===== src/rtl/bsp_pkg.sv =====
`timescale 1ns/1ps
package bsp_pkg;
  localparam int SLOT_W = 41;
  localparam int SLOTS  = 3;
  localparam int TMPL_W = 5;
  localparam int PKT_W  = SLOTS * SLOT_W + TMPL_W;

  typedef logic [SLOT_W-1:0] slot_t;
  typedef logic [1:0]        sidx_t;
endpackage


===== src/rtl/bsp_rst_sync.sv =====
`timescale 1ns/1ps
// Asynchronous assert, synchronous release of the active-low reset.
module bsp_rst_sync (
  input  logic clk,
  input  logic rst_n,
  output logic rst_q_n
);
  logic [1:0] sh_q;

  always_ff @(posedge clk or negedge rst_n) begin
    if (!rst_n) sh_q <= '0;
    else        sh_q <= {sh_q[0], 1'b1};
  end

  assign rst_q_n = sh_q[1];
endmodule


===== src/rtl/bsp_hold.sv =====
`timescale 1ns/1ps
// One-packet holding stage: slot words, stop bits, read pointer.
module bsp_hold
  import bsp_pkg::*;
(
  input  logic                          clk,
  input  logic                          rst_n,
  input  logic                          load,
  input  logic                          drop,
  input  logic                          adv,
  input  logic [1:0]                    adv_cnt,
  input  logic [PKT_W-1:0]              pkt,
  output logic                          hold_vld,
  output logic [SLOTS-1:0][SLOT_W-1:0]  slot_q,
  output logic [SLOTS-1:0]              stop_q,
  output sidx_t                         ptr_q
);
  logic  vld_d;
  sidx_t ptr_d;

  always_comb begin
    vld_d = hold_vld;
    ptr_d = ptr_q;
    if (load) begin
      vld_d = 1'b1;
      ptr_d = '0;
    end else if (drop) begin
      vld_d = 1'b0;
    end else if (adv) begin
      ptr_d = ptr_q + adv_cnt;
    end
  end

  always_ff @(posedge clk or negedge rst_n) begin
    if (!rst_n) begin
      hold_vld <= 1'b0;
      ptr_q    <= '0;
    end else begin
      hold_vld <= vld_d;
      ptr_q    <= ptr_d;
    end
  end

  // Data registers: enable only, no reset (gated by hold_vld downstream).
  always_ff @(posedge clk) begin
    if (load) begin
      stop_q <= pkt[SLOTS-1:0];
      for (int s = 0; s < SLOTS; s++)
        slot_q[s] <= pkt[TMPL_W + s*SLOT_W +: SLOT_W];
    end
  end
endmodule


===== src/rtl/bsp_pick.sv =====
`timescale 1ns/1ps
// Chunk selection: lanes from the pointer up to a stop, packet end,
// lane count or the first taken branch.
module bsp_pick
  import bsp_pkg::*;
#(
  parameter int ISSUE_W = 3
) (
  input  logic                           hold_vld,
  input  logic [SLOTS-1:0][SLOT_W-1:0]   slot_q,
  input  logic [SLOTS-1:0]               stop_q,
  input  sidx_t                          ptr_q,
  input  logic [ISSUE_W-1:0]             br_taken,
  output logic [ISSUE_W-1:0]             lane_vld,
  output logic [ISSUE_W-1:0][SLOT_W-1:0] lane_word,
  output logic                           grp_end,
  output logic [1:0]                     used,
  output logic                           done
);
  logic       open;
  logic       flush;
  logic [2:0] idx;

  always_comb begin
    lane_vld  = '0;
    lane_word = '0;
    grp_end   = 1'b0;
    flush     = 1'b0;
    used      = '0;
    open      = hold_vld;
    idx       = '0;
    for (int k = 0; k < ISSUE_W; k++) begin
      idx = {1'b0, ptr_q} + 3'(k);
      if (open && idx < 3'(SLOTS)) begin
        lane_vld[k]  = 1'b1;
        lane_word[k] = slot_q[idx[1:0]];
        used         = used + 2'd1;
        if (br_taken[k]) begin
          flush   = 1'b1;
          grp_end = 1'b1;
          open    = 1'b0;
        end
        if (stop_q[idx[1:0]]) begin
          grp_end = 1'b1;
          open    = 1'b0;
        end
      end else begin
        open = 1'b0;
      end
    end
    done = hold_vld && (flush || (({1'b0, ptr_q} + {1'b0, used}) == 3'(SLOTS)));
  end
endmodule


===== src/rtl/bundle_issue_splitter.sv =====
`timescale 1ns/1ps
module bundle_issue_splitter
  import bsp_pkg::*;
#(
  parameter int ISSUE_W = 3
) (
  input  logic                      clk,
  input  logic                      rst_n,
  input  logic                      pkt_valid,
  output logic                      pkt_ready,
  input  logic [PKT_W-1:0]          pkt_data,
  input  logic [ISSUE_W-1:0]        br_taken,
  output logic [ISSUE_W-1:0]        iss_valid,
  output logic [ISSUE_W*SLOT_W-1:0] iss_word,
  output logic                      grp_end
);
  logic                           rst_q_n;
  logic                           hold_vld;
  logic [SLOTS-1:0][SLOT_W-1:0]   slot_q;
  logic [SLOTS-1:0]               stop_q;
  sidx_t                          ptr_q;
  logic [ISSUE_W-1:0][SLOT_W-1:0] lane_word;
  logic [1:0]                     used;
  logic                           done;
  logic                           load;

  bsp_rst_sync u_rst (.clk(clk), .rst_n(rst_n), .rst_q_n(rst_q_n));

  assign pkt_ready = !hold_vld || done;
  assign load      = pkt_valid && pkt_ready;

  bsp_hold u_hold (
    .clk(clk), .rst_n(rst_q_n), .load(load), .drop(done),
    .adv(hold_vld), .adv_cnt(used), .pkt(pkt_data),
    .hold_vld(hold_vld), .slot_q(slot_q), .stop_q(stop_q), .ptr_q(ptr_q)
  );

  bsp_pick #(.ISSUE_W(ISSUE_W)) u_pick (
    .hold_vld(hold_vld), .slot_q(slot_q), .stop_q(stop_q), .ptr_q(ptr_q),
    .br_taken(br_taken), .lane_vld(iss_valid), .lane_word(lane_word),
    .grp_end(grp_end), .used(used), .done(done)
  );

  assign iss_word = lane_word;
endmodule


===== config.mk =====
export PLATFORM = sky130hd
export DESIGN_NAME = bundle_issue_splitter
export DESIGN_NICKNAME = d
export VERILOG_FILES = /design/src/rtl/bsp_pkg.sv /design/src/rtl/bsp_rst_sync.sv /design/src/rtl/bsp_hold.sv /design/src/rtl/bsp_pick.sv /design/src/rtl/bundle_issue_splitter.sv
export SDC_FILE = /design/constraint.sdc
export NUM_CORES = 1
export LEC_CHECK = 0
export CORE_ASPECT_RATIO = 1.1
export CORE_MARGIN = 2
export CORE_UTILIZATION = 25
export DETAILED_ROUTE_END_ITERATION = 7
export PLACE_DENSITY = 0.46
export REMOVE_ABC_BUFFERS = 1
export SYNTH_ARGS = -nofsm -noshare
export SYNTH_HDL_FRONTEND = slang
export SYNTH_HIERARCHICAL = 1
export SYNTH_SLANG_ARGS = --single-unit
export TNS_END_PERCENT = 10

===== constraint.sdc =====
create_clock -name clk -period 7.85 [get_ports clk]
set_input_delay 1.57 -clock clk [delete_from_list [all_inputs] [get_ports clk]]
set_output_delay 1.57 -clock clk [all_outputs]
set_load 0.01 [all_outputs]

### Word level (Yosys, flattened, before mapping)

Cells that the tools add are included.

* register bits: 131
* output and inout bits: 128
* word-level logic and storage cells: 78

* $add $sub $neg: 6
* $lt $le $gt $ge: 6
* eq/ne operators: 2
* mux-type cells: 46
* reductions and logical operators: 11

Operator list (count)
* binary-select mux 41 bit (select 2 bit): 3
* 2-to-1 mux 41 bit: 6
* 2-to-1 mux 1 bit: 29
* 2-to-1 mux 2 bit: 5
* < comparator 2 x 3 -> 1 bit, second input constant: 3
* binary-select mux 1 bit (select 2 bit): 3
* < comparator 3 x 2 -> 1 bit, second input constant: 2
* logical AND 1 bit: 5
* nonzero test 2 bit: 2
* adder 2 x 1 -> 3 bit, second input constant: 1
* adder 2 x 2 -> 3 bit: 1
* adder 2 x 2 -> 3 bit, second input constant: 1
* == test 3 x 2 -> 1 bit, second input constant: 1
* adder 1 x 1 -> 2 bit, second input constant: 1
* adder 2 x 1 -> 2 bit, second input constant: 1
* adder 2 bit: 1
* logical OR 1 bit: 2
* < comparator 2 bit, second input constant: 1
* inequality test 2 x 1 -> 1 bit, second input constant: 1
* AND reduction 2 bit: 1
* logical NOT 1 bit: 1

### Logic depth before layout (Yosys ltp)

* word-level depth: 17
* gate-level depth with buffers: 22
* gate-level depth less buffers: 18

### Modules after synthesis

The synthesis kept the hierarchy.

Modules (own cells, without submodules)
* bsp_hold: times used 1, cells each 140, area an instance 3942.5 µm²
* bsp_pick: times used 1, cells each 586, area an instance 3354.5 µm²
* bsp_rst_sync: times used 1, cells each 3, area an instance 53.8 µm²
* bundle_issue_splitter: times used 1, cells each 2, area an instance 22.5 µm²

### Worst setup path before layout

No wires, ideal clock.

* path type: register -> output
* from: register u_hold.ptr_q[1]
* to: output port pkt_ready
* arrival time: 4.091 ns
* data required time: 6.280 ns
* setup slack: 2.189 ns
* stages on the path, launching flop included: 18
* path through: dfrtp_1 > clkbuf_1 > buf_2 > buf_2 > inv_1 > ha_1 > clkbuf_1 > mux2_2 > a211oi_2 > nand4_4 > xnor2_1 > ha_1 > inv_1 > fa_1 > o2bb2ai_1 > a32oi_1 > o21ai_0 > nand2b_4

* cells in the longest elaborated chain, start to end: 14

Ends and longest elaborated chain
* start: declaration: RTL line bsp_hold.sv:16 `output sidx_t ptr_q`
* start signal: assignment: RTL line bsp_hold.sv:40 `ptr_q <= ptr_d;`
* branches (longest 8 deep; another with adder 2 x 1 -> 3 bit)
* 2-to-1 mux 2 bit (*): RTL line bsp_pick.sv:34 `if (open && idx < 3'(SLOTS)) begin`
* named net used[0]: RTL line bundle_issue_splitter.sv:23 `logic [1:0] used;`
* adder 2 x 2 -> 3 bit (*): RTL line bsp_pick.sv:51 `done = hold_vld && (flush || (({1'b0, ptr_q} + {1'b0, used}) == 3'(SLOTS)));`
* == test 3 x 2 -> 1 bit (*): RTL line bsp_pick.sv:51
* logical OR 1 bit (*): RTL line bsp_pick.sv:51
* logical AND 1 bit (*): RTL line bsp_pick.sv:51
* named net done: RTL line bundle_issue_splitter.sv:24 `logic done;`
* logical OR 1 bit (*): RTL line bundle_issue_splitter.sv:29 `assign pkt_ready = !hold_vld || done;`
* end: declaration: RTL line bundle_issue_splitter.sv:10 `output logic pkt_ready,`

Mark *: on every way through the listed nets, which the timed path passes. The select of a mux whose other input is x is not followed.

### Final worst setup path

Same ends and word-level chain as after synthesis.

==> results.md <==
* Post-synthesis simple-gate area fraction at between 10% and 20%
* Crit path capture type: output port
* Number of max-slew violations in the final report at 0
* Vias at around 6,300
* Clock share of power at approximately a fifth
* Internal power at about 2.4 mW
* Final nets at 1,108
* WL per Instance at 19.20 µm
* R2R Path Start: u_hold/ptr_q[1]$_DFFE_PN0P_
* Chip height at 184.1 µm
* TritonCTS clock tree: yes
* Place WS at roughly 1.0 ns
* Switching portion of total power at 40.25%
* Clk_lat worst skew at 0.42 ns
* Post-synthesis mux area share at between 10% and 20%
* Total GRT Usage at 16.79%
* Minimum clock period at 7.054 ns
* Peak VDD IR at 0.1682 mV
* Req. time, crit path at 6.28 ns
* H-Tree Depth at 4
* Worst Reg-to-Reg Cells at 15
* Crit path max fanout at 50
* Row count at 65
* Worst Slack Setup Final at 0.7965 ns
* Synth Area in Compound Gates at 9.944%
* Antenna Nets Post-Route at 0
* Critical Path Start Type: flop
* Logic pwr share at 49.8%
* Critical path class: flop to output port
* Placed Cells at 1,315
* Xor/xnor cell area share of the yosys netlist at 0.2376%
* Leak pwr at 3.816 nW
* Post-Syn Area at 7373 µm²
* Status: finished, final reports clean
* CTS clock-pin slew for the worst setup and hold paths at 0.06 ns
* Sinks on Clock Net at 131
* Remaining Overflow, GRT at 0
* # fillers at slightly below 3,000
* Max Clk Rate at 141.8 MHz
* RSZ-0062 raised after global routing: no
* CTS hold repair buffers at 0
* Routed wire length at between 20 and 30 mm
* Num CTS Buffers at 17
* Root Buffer Master: clkbuf_16
* First-pass GRT wire length at 38.96 mm
* Die area at 30,880 µm²
* Psw at 1.625 mW
* Number of max-cap violations at 0
* Vias in the first global route at 6,629
* Syn avg cell area at 10.09 µm²
* Core region area at 28,870 µm²
* Mapped Cells at between 700 and 800
* Initial antenna violation count at 3
* Flop pwr share at between 20% and 30%
* DR iter-0 viols at 248
* Synth cell types at 35
* Non-Filler Instances at 1,349
* Hold WC Path Type: flop to async pin
* Port Buffers at 259
* Slew HR at between 30% and 40%
* Layout cells sized above 1 at 6.442%
* Warnings from Yosys at 6
* Worst EP arrival at 5.48 ns
* Top Ports at 262
* DRT Pass-1 Iters at 4
* Largest family of logic cells by synthesized area: multiplexers
* Starting Density at 25.54%
* # DRC at 0
* Largest net degree at the start of global routing at 76
* Final core utilization at a little under two fifths
* Buffer depth of the longest clock path at 2
* Post-synth EDFFs at 126
* Post-synthesis adder-cell area fraction at around 1.5%
* Post-CTS Setup Inserts at 0
* Hold Slack at 0.04205 ns
* Sum Neg Setup Slack at 0 ns
* Final hold violations at 0
* Tightest Pin Transition at a little over 0.9 ns
* Vias per cell at 4.661
* Die W at 167.7 µm
* Setup-failing EPs final at 0
* FFs w/ async S/R, synth at 3.817%
* Seq cells post-synth at 131
* Tcrit/Tclk final at approximately nine tenths
* Reg2reg end: u_hold/slot_q[99]$_DFFE_PP_
* DP Wirelength at 16.74 mm
* Post-CTS resize count at 0
* Final Skew at 0.01068 ns
* Top_reg_cell synth: edfxtp_1
* Power per Cell Area at approximately 370 nW/µm²
* Area grow syn2layout at 48.60%
* Worst reg-to-reg setup slack at 2.01 ns
* Post-synthesis sequential area ratio at 53.01%
* GP Congestion at 0.7508
==> state kept, by name, summed over array words and instances, names as in the netlist <==
name,count
u_hold/slot_q,123
u_rst/sh_q,2
u_hold/stop_q,3
u_hold/hold_vld,1
u_hold/ptr_q,2
==> critical path, stage by stage (launching register included) <==
cell and delay (ns):
dfrtp_4 1.00, inv_1 0.28, ha_4 0.37, mux2_2 0.34
a211oi_2 0.32, nand4_4 0.48, xnor2_1 0.39, ha_1 0.19
inv_1 0.05, fa_1 0.42, o2bb2ai_1 0.14, a32oi_1 0.07
o21ai_0 0.22, nand2b_4 0.23, clkdlybuf4s50_1 0.53
==> cells in the final DEF (no fill, tap or decap), drive strengths merged <==
master,n
a21o,2
o21ai,2
nand4,1
nand2,4
fa,1
diode,3
dfrtp,5
a32oi,1
nor2b,2
mux2,4
edfxtp,126
conb,1
xnor2,1
buf,13
and2,2
clkinv,4
a31o,1
a221oi,1
mux2i,125
clkdlybuf4s50,259
ha,7
o2bb2ai,2
xor2,1
o22a,2
nor3b,2
nor2,247
bufinv,3
a31oi,1
a21oi,122
a211oi,1
clkbuf,17
clkinvlp,3
nand2b,3
inv,12
==> Yosys cell counts (3+ instances only) <==
cell type  count  area share (%)
nor2_1       247              13
edfxtp_1     126              51
mux2i_1      125              17
a21oi_1      122             8.3
clkbuf_1      28             1.4
buf_2         18             1.2
buf_1         10            0.51
ha_1           7             1.2
inv_1          7            0.36
dfrtp_1        5             1.7
nand2_1        4            0.20
mux2_2         3            0.46
==> through the flow <==
step	power, mW	area (µm²)
after global placement	3.240	10340
after CTS	4.102	10950
after global routing	4.314	10950
after detailed placement	3.245	10340
final	4.037	10960
after floorplan	2.352	7141
==> per-layer routing <==
metal | vias to the layer above | track usage [%] | part of all wire, %
met5 | - | 0 | 0
met4 | 0 | 4.730 | 1.4
met3 | 18 | 4.638 | 5.8
met2 | 177 | 28.86 | 50
met1 | 3055 | 20.65 | 43
li1 | 3038 | - | -
==> kinds of logic (layout without fill, tap and decap cells) <==
kind of cell | count (synthesis) | in the layout
AOI/OAI and AO/OA | 135 | 135
buffers and inverters | 64 | 311
muxes | 129 | 129
other | 1 | 4
and+or+nand+nor | 261 | 261
xor gates and xnor gates | 2 | 2
adders and majority gates | 8 | 8
DFF | 131 | 131
==> power groups by stage <==
stage / logic [mW] / registers [mW] / clock network [mW]
CTS: 2.05 / 1.19 / 0.861
floorplan: 1.14 / 1.21 / 0
global placement: 2.04 / 1.20 / 0
detailed placement: 2.04 / 1.21 / 0
finish: 2.01 / 1.19 / 0.832
global route: 2.20 / 1.22 / 0.888
==> how the worst max path moves through the flow <==
| stage | from | endpoint | depth (start not counted) |
|---|---|---|---|
| after floorplan | u_hold/ptr_q[0]$_DFFE_PN0P_ | pkt_ready | 13 |
| after global placement | br_taken[0] | pkt_ready | 14 |
| after detailed placement | br_taken[0] | pkt_ready | 12 |
| after CTS | u_hold/ptr_q[1]$_DFFE_PN0P_ | pkt_ready | 14 |
| after global routing | u_hold/ptr_q[1]$_DFFE_PN0P_ | pkt_ready | 14 |
| final | u_hold/ptr_q[1]$_DFFE_PN0P_ | pkt_ready | 14 |
==> area by class of cell <==
type	count	area (µm²)	share of cell area (%)
clock buffer	17	425.4	3.883
timing repair buffer	272	2703	24.67
multi-input combinational	536	3236	29.53
clock inverter	14	178.9	1.633
antenna	3	7.507	0.06852
inverter	8	30.03	0.2741
sequential	131	3916	35.74
tap	368	460.4	4.202
(Power assumes the default switching activity.)
